==> src/rtl/pem_pkg.sv <==
package pem_pkg;

  localparam int SEL_W = 4;
  localparam int INC_W = 2;

  localparam int A_CTRL = 0;
  localparam int A_STAT = 1;
  localparam int A_PCS  = 2;
  localparam int A_CLK  = 3;
  localparam int A_EVT0 = 4;

  localparam int CTRL_EN_BIT  = 0;
  localparam int CTRL_CLR_BIT = 1;
  localparam int CTRL_IE_LSB  = 2;
  localparam int CTRL_SEL_LSB = 8;

  typedef enum logic [SEL_W-1:0] {
    EV_OFF         = 4'd0,
    EV_IC_MISS     = 4'd1,
    EV_FETCH_STALL = 4'd2,
    EV_DEP_STALL   = 4'd3,
    EV_ITLB        = 4'd4,
    EV_DTLB        = 4'd5,
    EV_BRANCH      = 4'd6,
    EV_MISPRED     = 4'd7,
    EV_RETIRE      = 4'd8,
    EV_DBUF_LVL    = 4'd9,
    EV_DBUF_RUN    = 4'd10,
    EV_DC_ACC      = 4'd11,
    EV_DC_MISS     = 4'd12,
    EV_DC_WB       = 4'd13,
    EV_SW_PC       = 4'd14,
    EV_SPARE       = 4'd15
  } ev_code_e;

  typedef struct packed {
    logic       ic_miss;
    logic       fetch_stall;
    logic       dep_stall;
    logic       itlb_miss;
    logic       dtlb_miss;
    logic       branch;
    logic       mispred;
    logic       retire;
    logic       dbuf_full;
    logic       dc_access;
    logic       dc_miss;
    logic       dc_maint;
    logic       pc_write;
    logic       mode_change;
    logic [1:0] wb_halves;
  } ev_bus_t;

  // one-bit event to increment width
  function automatic logic [INC_W-1:0] one_step(input logic b);
    return {{(INC_W-1){1'b0}}, b};
  endfunction

  // increment contributed this cycle by the selected event
  function automatic logic [INC_W-1:0] event_weight(input ev_code_e code,
                                                    input ev_bus_t ev,
                                                    input logic run_start);
    logic [INC_W-1:0] w;
    case (code)
      EV_IC_MISS:     w = one_step(ev.ic_miss);
      EV_FETCH_STALL: w = one_step(ev.fetch_stall);
      EV_DEP_STALL:   w = one_step(ev.dep_stall);
      EV_ITLB:        w = one_step(ev.itlb_miss);
      EV_DTLB:        w = one_step(ev.dtlb_miss);
      EV_BRANCH:      w = one_step(ev.branch);
      EV_MISPRED:     w = one_step(ev.mispred);
      EV_RETIRE:      w = one_step(ev.retire);
      EV_DBUF_LVL:    w = one_step(ev.dbuf_full);
      EV_DBUF_RUN:    w = one_step(run_start);
      EV_DC_ACC:      w = one_step(ev.dc_access & ~ev.dc_maint);
      EV_DC_MISS:     w = one_step(ev.dc_miss & ~ev.dc_maint);
      EV_DC_WB:       w = ev.wb_halves;
      EV_SW_PC:       w = one_step(ev.pc_write & ~ev.mode_change);
      default:        w = '0;
    endcase
    return w;
  endfunction

endpackage

==> src/rtl/pem_run_edge.sv <==
module pem_run_edge (
  input  logic clk,
  input  logic rst_n,
  input  logic lvl,
  output logic rise
);
  logic lvl_q;

  always_ff @(posedge clk) begin
    if (!rst_n) lvl_q <= 1'b0;
    else        lvl_q <= lvl;
  end

  assign rise = lvl & ~lvl_q;
endmodule

==> src/rtl/pem_event_sel.sv <==
module pem_event_sel
  import pem_pkg::*;
(
  input  logic              en,
  input  logic [SEL_W-1:0]  sel,
  input  ev_bus_t           ev,
  input  logic              run_start,
  output logic [INC_W-1:0]  inc
);
  logic [INC_W-1:0] raw_w;

  always_comb begin
    raw_w = event_weight(ev_code_e'(sel), ev, run_start);
    inc   = en ? raw_w : '0;
  end
endmodule

==> src/rtl/pem_counter.sv <==
module pem_counter #(
  parameter int W     = 32,
  parameter int INC_W = 2
) (
  input  logic             clk,
  input  logic             rst_n,
  input  logic             load,
  input  logic             clear,
  input  logic [W-1:0]     load_val,
  input  logic [INC_W-1:0] inc,
  output logic [W-1:0]     cnt,
  output logic             wrap
);
  logic [W:0] sum_ext;

  always_comb sum_ext = {1'b0, cnt} + {{(W+1-INC_W){1'b0}}, inc};

  assign wrap = sum_ext[W] & ~load & ~clear;

  always_ff @(posedge clk) begin
    if (!rst_n)     cnt <= '0;
    else if (load)  cnt <= load_val;
    else if (clear) cnt <= '0;
    else            cnt <= sum_ext[W-1:0];
  end
endmodule

==> src/rtl/perf_event_monitor.sv <==
module perf_event_monitor
  import pem_pkg::*;
#(
  parameter int NUM_CNT = 2,
  parameter int DATA_W  = 32,
  parameter int PC_W    = 32,
  parameter int ADDR_W  = 4
) (
  input  logic              clk,
  input  logic              rst_n,
  input  logic              reg_wr_en,
  input  logic [ADDR_W-1:0] reg_wr_addr,
  input  logic [DATA_W-1:0] reg_wr_data,
  input  logic [ADDR_W-1:0] reg_rd_addr,
  output logic [DATA_W-1:0] reg_rd_data,
  input  logic              ev_icache_miss,
  input  logic              ev_fetch_stall,
  input  logic              ev_dep_stall,
  input  logic              ev_itlb_miss,
  input  logic              ev_dtlb_miss,
  input  logic              ev_branch,
  input  logic              ev_mispredict,
  input  logic              ev_retire,
  input  logic              ev_dbuf_full,
  input  logic              ev_dc_access,
  input  logic              ev_dc_miss,
  input  logic              ev_dc_maint,
  input  logic [1:0]        ev_wb_halves,
  input  logic              ev_pc_write,
  input  logic              ev_mode_change,
  input  logic [PC_W-1:0]   pc_in,
  output logic              irq
);
  localparam int NFLAG = NUM_CNT + 1;

  // ---------------- register decode ----------------
  logic [DATA_W-1:0] ctrl_q;
  logic              ctrl_en;
  logic              wr_ctrl, wr_stat, rst_all, clk_load, any_load;
  logic [NUM_CNT-1:0] evt_load;

  assign ctrl_en  = ctrl_q[CTRL_EN_BIT];
  assign wr_ctrl  = reg_wr_en && (reg_wr_addr == ADDR_W'(A_CTRL));
  assign wr_stat  = reg_wr_en && (reg_wr_addr == ADDR_W'(A_STAT));
  assign clk_load = reg_wr_en && (reg_wr_addr == ADDR_W'(A_CLK));
  assign rst_all  = wr_ctrl && reg_wr_data[CTRL_CLR_BIT];
  assign any_load = clk_load | (|evt_load);

  always_ff @(posedge clk) begin
    if (!rst_n)       ctrl_q <= '0;
    else if (wr_ctrl) ctrl_q <= reg_wr_data & ~(DATA_W'(1) << CTRL_CLR_BIT);
  end

  // ---------------- event bus ----------------
  ev_bus_t ev;
  always_comb begin
    ev.ic_miss     = ev_icache_miss;
    ev.fetch_stall = ev_fetch_stall;
    ev.dep_stall   = ev_dep_stall;
    ev.itlb_miss   = ev_itlb_miss;
    ev.dtlb_miss   = ev_dtlb_miss;
    ev.branch      = ev_branch;
    ev.mispred     = ev_mispredict;
    ev.retire      = ev_retire;
    ev.dbuf_full   = ev_dbuf_full;
    ev.dc_access   = ev_dc_access;
    ev.dc_miss     = ev_dc_miss;
    ev.dc_maint    = ev_dc_maint;
    ev.pc_write    = ev_pc_write;
    ev.mode_change = ev_mode_change;
    ev.wb_halves   = ev_wb_halves;
  end

  logic dbuf_run_start;
  pem_run_edge u_run (
    .clk  (clk),
    .rst_n(rst_n),
    .lvl  (ev_dbuf_full),
    .rise (dbuf_run_start)
  );

  // ---------------- counters ----------------
  logic [NFLAG-1:0]                 wrap_vec;
  logic [DATA_W-1:0]                clk_cnt;
  logic [NUM_CNT-1:0][DATA_W-1:0]   ev_cnt;

  pem_counter #(.W(DATA_W), .INC_W(INC_W)) u_clk_cnt (
    .clk     (clk),
    .rst_n   (rst_n),
    .load    (clk_load),
    .clear   (rst_all),
    .load_val(reg_wr_data),
    .inc     ({{(INC_W-1){1'b0}}, ctrl_en}),
    .cnt     (clk_cnt),
    .wrap    (wrap_vec[0])
  );

  for (genvar i = 0; i < NUM_CNT; i++) begin : g_evt
    logic [INC_W-1:0] inc_i;

    assign evt_load[i] = reg_wr_en && (reg_wr_addr == ADDR_W'(A_EVT0 + i));

    pem_event_sel u_sel (
      .en       (ctrl_en),
      .sel      (ctrl_q[CTRL_SEL_LSB + SEL_W*i +: SEL_W]),
      .ev       (ev),
      .run_start(dbuf_run_start),
      .inc      (inc_i)
    );

    pem_counter #(.W(DATA_W), .INC_W(INC_W)) u_cnt (
      .clk     (clk),
      .rst_n   (rst_n),
      .load    (evt_load[i]),
      .clear   (rst_all),
      .load_val(reg_wr_data),
      .inc     (inc_i),
      .cnt     (ev_cnt[i]),
      .wrap    (wrap_vec[i+1])
    );
  end

  // ---------------- overflow flags, sample, interrupt ----------------
  logic [NFLAG-1:0] ovf_flags;
  logic [NFLAG-1:0] flag_clr;
  logic [PC_W-1:0]  pc_sample;
  logic             take_sample;

  assign flag_clr    = wr_stat ? reg_wr_data[NFLAG-1:0] : '0;
  assign take_sample = (|wrap_vec) && (ovf_flags == '0);

  always_ff @(posedge clk) begin
    if (!rst_n) begin
      ovf_flags <= '0;
      pc_sample <= '0;
    end else begin
      ovf_flags <= (ovf_flags & ~flag_clr) | wrap_vec;
      if (take_sample) pc_sample <= pc_in;
    end
  end

  assign irq = |(ovf_flags & ctrl_q[CTRL_IE_LSB +: NFLAG]);

  // ---------------- read mux ----------------
  always_comb begin
    reg_rd_data = '0;
    if (reg_rd_addr == ADDR_W'(A_CTRL)) reg_rd_data = ctrl_q;
    if (reg_rd_addr == ADDR_W'(A_STAT)) reg_rd_data = DATA_W'(ovf_flags);
    if (reg_rd_addr == ADDR_W'(A_PCS))  reg_rd_data = DATA_W'(pc_sample);
    if (reg_rd_addr == ADDR_W'(A_CLK))  reg_rd_data = clk_cnt;
    for (int i = 0; i < NUM_CNT; i++) begin
      if (reg_rd_addr == ADDR_W'(A_EVT0 + i)) reg_rd_data = ev_cnt[i];
    end
  end

endmodule

==> config.mk <==
export PLATFORM = sky130hd
export DESIGN_NAME = perf_event_monitor
export DESIGN_NICKNAME = d
export VERILOG_FILES = /design/src/rtl/pem_pkg.sv /design/src/rtl/pem_run_edge.sv /design/src/rtl/pem_event_sel.sv /design/src/rtl/pem_counter.sv /design/src/rtl/perf_event_monitor.sv
export SDC_FILE = /design/constraint.sdc
export NUM_CORES = 1
export LEC_CHECK = 0
export ABC_CLOCK_PERIOD_IN_PS = 5770
export BUFFER_PORTS_ARGS = -buffer_cell sky130_fd_sc_hd__buf_2
export CORE_MARGIN = 2
export CORE_UTILIZATION = 50
export CTS_BUF_LIST = sky130_fd_sc_hd__clkbuf_4 sky130_fd_sc_hd__clkbuf_8 sky130_fd_sc_hd__clkbuf_16
export CTS_CLUSTER_DIAMETER = 150
export DETAILED_ROUTE_END_ITERATION = 10
export PLACE_DENSITY = 0.7
export SLEW_MARGIN = 20
export SYNTH_ARGS = -nofsm -noshare
export SYNTH_HDL_FRONTEND = slang
export SYNTH_HIERARCHICAL = 1
export SYNTH_SLANG_ARGS = --single-unit
==> constraint.sdc <==
create_clock -name clk -period 5.77 [get_ports clk]
set_clock_uncertainty 0.1 [all_clocks]
set_input_delay 1.731 -clock clk [delete_from_list [all_inputs] [get_ports clk]]
set_output_delay 1.731 -clock clk [all_outputs]
set_load 0.05 [all_outputs]
# --- Word level (Yosys, flattened, before mapping) ---
# Index checks and enable logic that the tools add are counted.
classes:
  addsub: 3
  mul: 0
  n_div: 0
  magnitude_cmp: 0
  eq_ne: 37
  shift: 0
  mux: 17
  n_bitwise: 21
  reduce_logical: 12
ops:
  columns: ["op", "count"]
  rows:
  - ["$mux 32", 12]
  - ["$add 32x2->33", 2]
  - ["$eq 4x4->1 const B", 14]
  - ["$pmux 2 s14", 2]
  - ["$eq 4x3->1 const B", 12]
  - ["$add 32x1->33", 1]
  - ["$eq 4x2->1 const B", 7]
  - ["$eq 4x1->1 const B", 4]
  - ["$and 1x1->1", 10]
  - ["$logic_not 4->1", 2]
  - ["$logic_and 1x1->1", 7]
  - ["$not 1->1", 7]
  - ["$and 3x3->3", 2]
  - ["$reduce_or 3->1", 2]
  - ["$mux 2", 2]
  - ["$logic_not 3->1", 1]
  - ["$mux 3", 1]
  - ["$not 3->3", 1]
  - ["$or 3x3->3", 1]
word_totals:
  reg_bits: 163
  latchBits: 0
  ram_bits: 0
  mem_bits_ro: 0
  inputBits: 91
  out_inout_bits: 33
  n_memories: 0

# --- Logic depth before layout (Yosys ltp) ---
logic_depth:
  ltp_word: 9
  depth_mapped: 17
  mapped_depth_nobuf: 15

# --- Modules after synthesis ---
# The synthesis kept the hierarchy.
modules_own_cells:
  columns: ["module", "instances", "cells_per_inst", "area_per_inst_um2", "seq_area_each_um2"]
  rows:
  - ["perf_event_monitor", 1, 560, 4000.1, 1321.3]
  - ["pem_counter at g_evt[1].u_cnt ...", 2, 206, 1717.9, 640.6]
  - ["pem_counter at g_evt[0].u_cnt", 1, 245, 1919.3, 640.6]
  - ["pem_event_sel", 2, 24, 185.2, 0.0]
  - ["pem_run_edge", 1, 3, 40.0, 20.0]

# --- Least setup slack after synthesis ---
# Ideal clock, no wire load.
synth_timing:
  path_kind: "input -> output"
  from: "input port reg_rd_addr[0]"
  to: "output port reg_rd_data[2]"
  arrival_ns: 4.729
  setup_slack_ns: -0.790
  stages: 5
  n_path_buf: 3
  path_cell_list: "buf_2 -> buf_4 -> buf_2 -> a211oi_1 -> a2111oi_0"
synth_via:
  elab_chain_len: 7
  elab_cells_between_ends: 12
  cone_classes: "eq/ne: 5; mux: 6; reduce/logical: 1"
synth_rtl:
  columns: ["item", "line_no", "text"]
  rows:
  - ["start, declared", "perf_event_monitor.sv:14", "input logic [ADDR_W-1:0] reg_rd_addr,"]
  - ["$logic_not 4->1", "perf_event_monitor.sv:147", "if (reg_rd_addr == ADDR_W'(A_CTRL)) reg_rd_data = ctrl_q;"]
  - ["$mux 32", "perf_event_monitor.sv:147", null]
  - ["$mux 32", "perf_event_monitor.sv:148", "if (reg_rd_addr == ADDR_W'(A_STAT)) reg_rd_data = DATA_W'(ovf_flags);"]
  - ["$mux 32", "perf_event_monitor.sv:149", "if (reg_rd_addr == ADDR_W'(A_PCS)) reg_rd_data = DATA_W'(pc_sample);"]
  - ["$mux 32", "perf_event_monitor.sv:150", "if (reg_rd_addr == ADDR_W'(A_CLK)) reg_rd_data = clk_cnt;"]
  - ["$mux 32", "perf_event_monitor.sv:152", "if (reg_rd_addr == ADDR_W'(A_EVT0 + i)) reg_rd_data = ev_cnt[i];"]
  - ["$mux 32 *", "perf_event_monitor.sv:152", null]
  - ["end, declared", "perf_event_monitor.sv:15", "output logic [DATA_W-1:0] reg_rd_data,"]
# Every way passes the cells marked *; elsewhere a longest branch is shown, timed or not.

# --- Final worst setup path ---
layout_timing:
  from: "input port reg_rd_addr[1]"
  to: "output port reg_rd_data[29]"
# The elaborated chain is that of the path after synthesis.

==> reports/metrics.cfg <==
[status]
run_status=completed

[global_route]
grt_max_degree=48
grt_remaining_overflow=0
first_global_vias=8746
grt_usage_pct=30.25
grt_antenna_before_repair=0
global_route_wire_length_before_repair_microns=48130

[finish]
share_of_final_layout_standard_cells_stronger_than_drive_strength_1_pct=15.65
fill_cells=1819
syn_to_final_growth_pct=14.07
nNetsFinal=1448
antenna_cells=0
multi_input_combinational_cell_area_sq_mm=0.006048
ff_latch_area_sq_mm=0.003263
most_frequent_cells_in_the_layout=nand2_1 (290), dfxtp_1 (163), buf_2 (123), nor2_1 (68), o21ai_0 (62)
most_frequent_standard_cell_in_the_layout_excluding_fill_and_tap_cells=nand2_1

[worst_setup_path]
setup.worst_path.class=input port to output port
timing.critical_path.from_type=input port
rr_worst_depth=15
critical-path-top-cell-by-count=buf_2
worstPathArrival_ns=3.59
cp_slowest_cell=or3b_2
worst_setup_path_end_kind=output port
crit_chain=buf_2 > nand2b_2 > or3b_2 > buf_12 > a31oi_1 > buf_2
timing.reg2reg.setup_slack_ns=1.32
timing.critical_path.fanout_max=24
cp_peak_stage_delay_ns=0.68
critical_path_data_required_time_ns=3.94

[routing]
routed-via-count=9697
drt_first_iter_violations=997
topRoutingLayerUsed=met4
wl_met3_microns=2964
drt_pass1_iterations=6
finalWirelength_microns=31320
met2WireLength_microns=13520
avgRoutedWirePerCell_microns=19.26
ant_nets=0
drt_drc_violations_left=0
post_drt_via_cell_ratio=5.964
drt-met1-wl_microns=13990

[synthesis]
synth.distinct_cells=71
synth_area_sq_mm=0.009766
synth.yosys.seq_area_share_pct=33.41
ys.flop_type=dfxtp_1
syn_area_per_cell_sq_um=7.702
yosys_warnings=6
ys_ff_latch=163
synth_async_sr_flop_share_pct=0
post_synth_edffs=0
synth_cells=1268

[sta]
timing_max_transition_violations_final=0
timing_hold_violations_final=0
max_slew.worst_pin.slew_ns=1.016
rsz0062_at_grt=no
post-route-period-util_pct=93.90
holdWs_ns=0.3515
timing.max_slew.rel_slack_pct=32.26
final-setup-viol-count=0
achievable-frequency_ghz=0.1846
finalWorstPathRequiredPeriod_ns=5.418

[power]
p_total_uw=2658
p_per_area_mw_per_mm2=238.6
peak_supply_drop_uv=197.2
static-leakage-power_uw=0.003915

[place]
dp_hpwl_microns=22410
gpl.final_weighted_congestion=0.9207
buffers_on_ports=123

[hold_path]
holdPathStages=2
worst_hold_path_type=register to register

[floorplan]
fp-row-count=51
initial_core_utilization_pct=50.51
dieHeight_microns=143.8
die_width_microns=143.8
dieArea_sq_mm=0.02067
core_area_sq_mm=0.01933
io_pins=124

[cts]
cts_sink_cnt=163
cts_tree=done
number_of_buffers_inserted_during_clock_tree_synthesis=17
htreeDepth=4
clk_path_buf_depth=2
cts-root-buf=clkbuf_16
cts-hold-fix-buffers=0
cts_setup_buffers=0
clock_latency_ns=0.43
number_of_instances_resized_during_post_cts_repair=0
clkTransAtPathRegs_ns=0.06

[flow_run]
maxCapViolations=0

-- critical path, delay by kind of cell --
family / cells / cell delay [ns]
AOI/OAI and AO/OA: 1 / 0.26
and+or+nand+nor: 2 / 0.90
buffers and inverters: 3 / 0.68
-- power breakdown --
| group | total [uW] | switching, uW | internal, uW |
|---|---|---|---|
| sequential | 1190 | 37.2 | 1150 |
| combinational | 283 | 186 | 96.1 |
| clock | 1190 | 483 | 705 |
| total | 2660 | 707 | 1950 |
-- cells in the mapped netlist (16+ instances only) --
cell	instances	area, sq um
inv_1	16	60.06
xnor2_1	57	499.2
o211ai_1	30	225.2
dfxtp_1	163	3263
nor2_1	69	259.0
buf_2	20	100.1
o21ai_0	62	310.3
a21oi_1	19	95.09
mux2i_1	25	250.2
nor2b_1	42	262.8
a22oi_1	16	120.1
nand2_1	290	1089
nand4_1	22	137.6
a21boi_1	20	150.1
clkbuf_1	49	183.9
nor3_1	21	105.1
nand3_1	48	240.2
a31oi_1	31	193.9
a21boi_0	50	375.4
-- sequential cells by signal (all words and copies together), names as in the netlist --
| register | flops |
|---|---|
| ctrl_q | 31 |
| g_evt.u_cnt/cnt | 64 |
| ovf_flags | 3 |
| pc_sample | 32 |
| u_clk_cnt/cnt | 32 |
| u_run/lvl_q | 1 |
-- stage by stage --
step                setup TNS [ns]  setup WS (ns)  std cells  util (%)  instance area (sq um)
floorplan                  -0.2591        -0.1295       1269         -                   9772
CTS                              0         0.3803       1626     57.58                  11130
global route                     0         0.3122       1626     57.61                  11140
finish                           0         0.3520       1626     57.61                  11140
global placement                 0         0.3858       1594     54.38                  10520
detailed placement               0         0.2913       1594     54.38                  10520
-- kinds of logic after synthesis --
family | share of synthesized area [%]
AO/OA/AOI/OAI | 20.23
XOR/XNOR | 6.099
adder cells (fa/ha/maj) | 1.384
buffers and inverters | 5.087
flip-flops | 33.41
multiplexers | 3.024
other | 0.03840
AND/OR/NAND/NOR | 30.72
-- worst paths after layout --
check | to | from
setup / recovery | reg_rd_data[29] | reg_rd_addr[1]
hold / removal | ctrl_q[6] | ctrl_q[6]
setup reg to reg | pc_sample[1] | ctrl_q[12]
hold reg to reg | ctrl_q[6] | ctrl_q[6]
-- layout make-up --
cell class | instances | share of cell area (%)
clock inverters | 9 | 1.045
repair buffers | 145 | 7.346
multi-input cells | 1005 | 54.30
inverters | 16 | 0.5391
well taps | 265 | 2.977
clock buffers | 23 | 4.504
flip-flops and latches | 163 | 29.29
-- per-layer routing --
layer	vias up	track usage (%)
li1	4613	-
met1	4532	44.08
met2	492	44.54
met3	60	6.065
met4	0	9.959
met5	-	0
No activity file was read; power rests on OpenSTA's default activity.
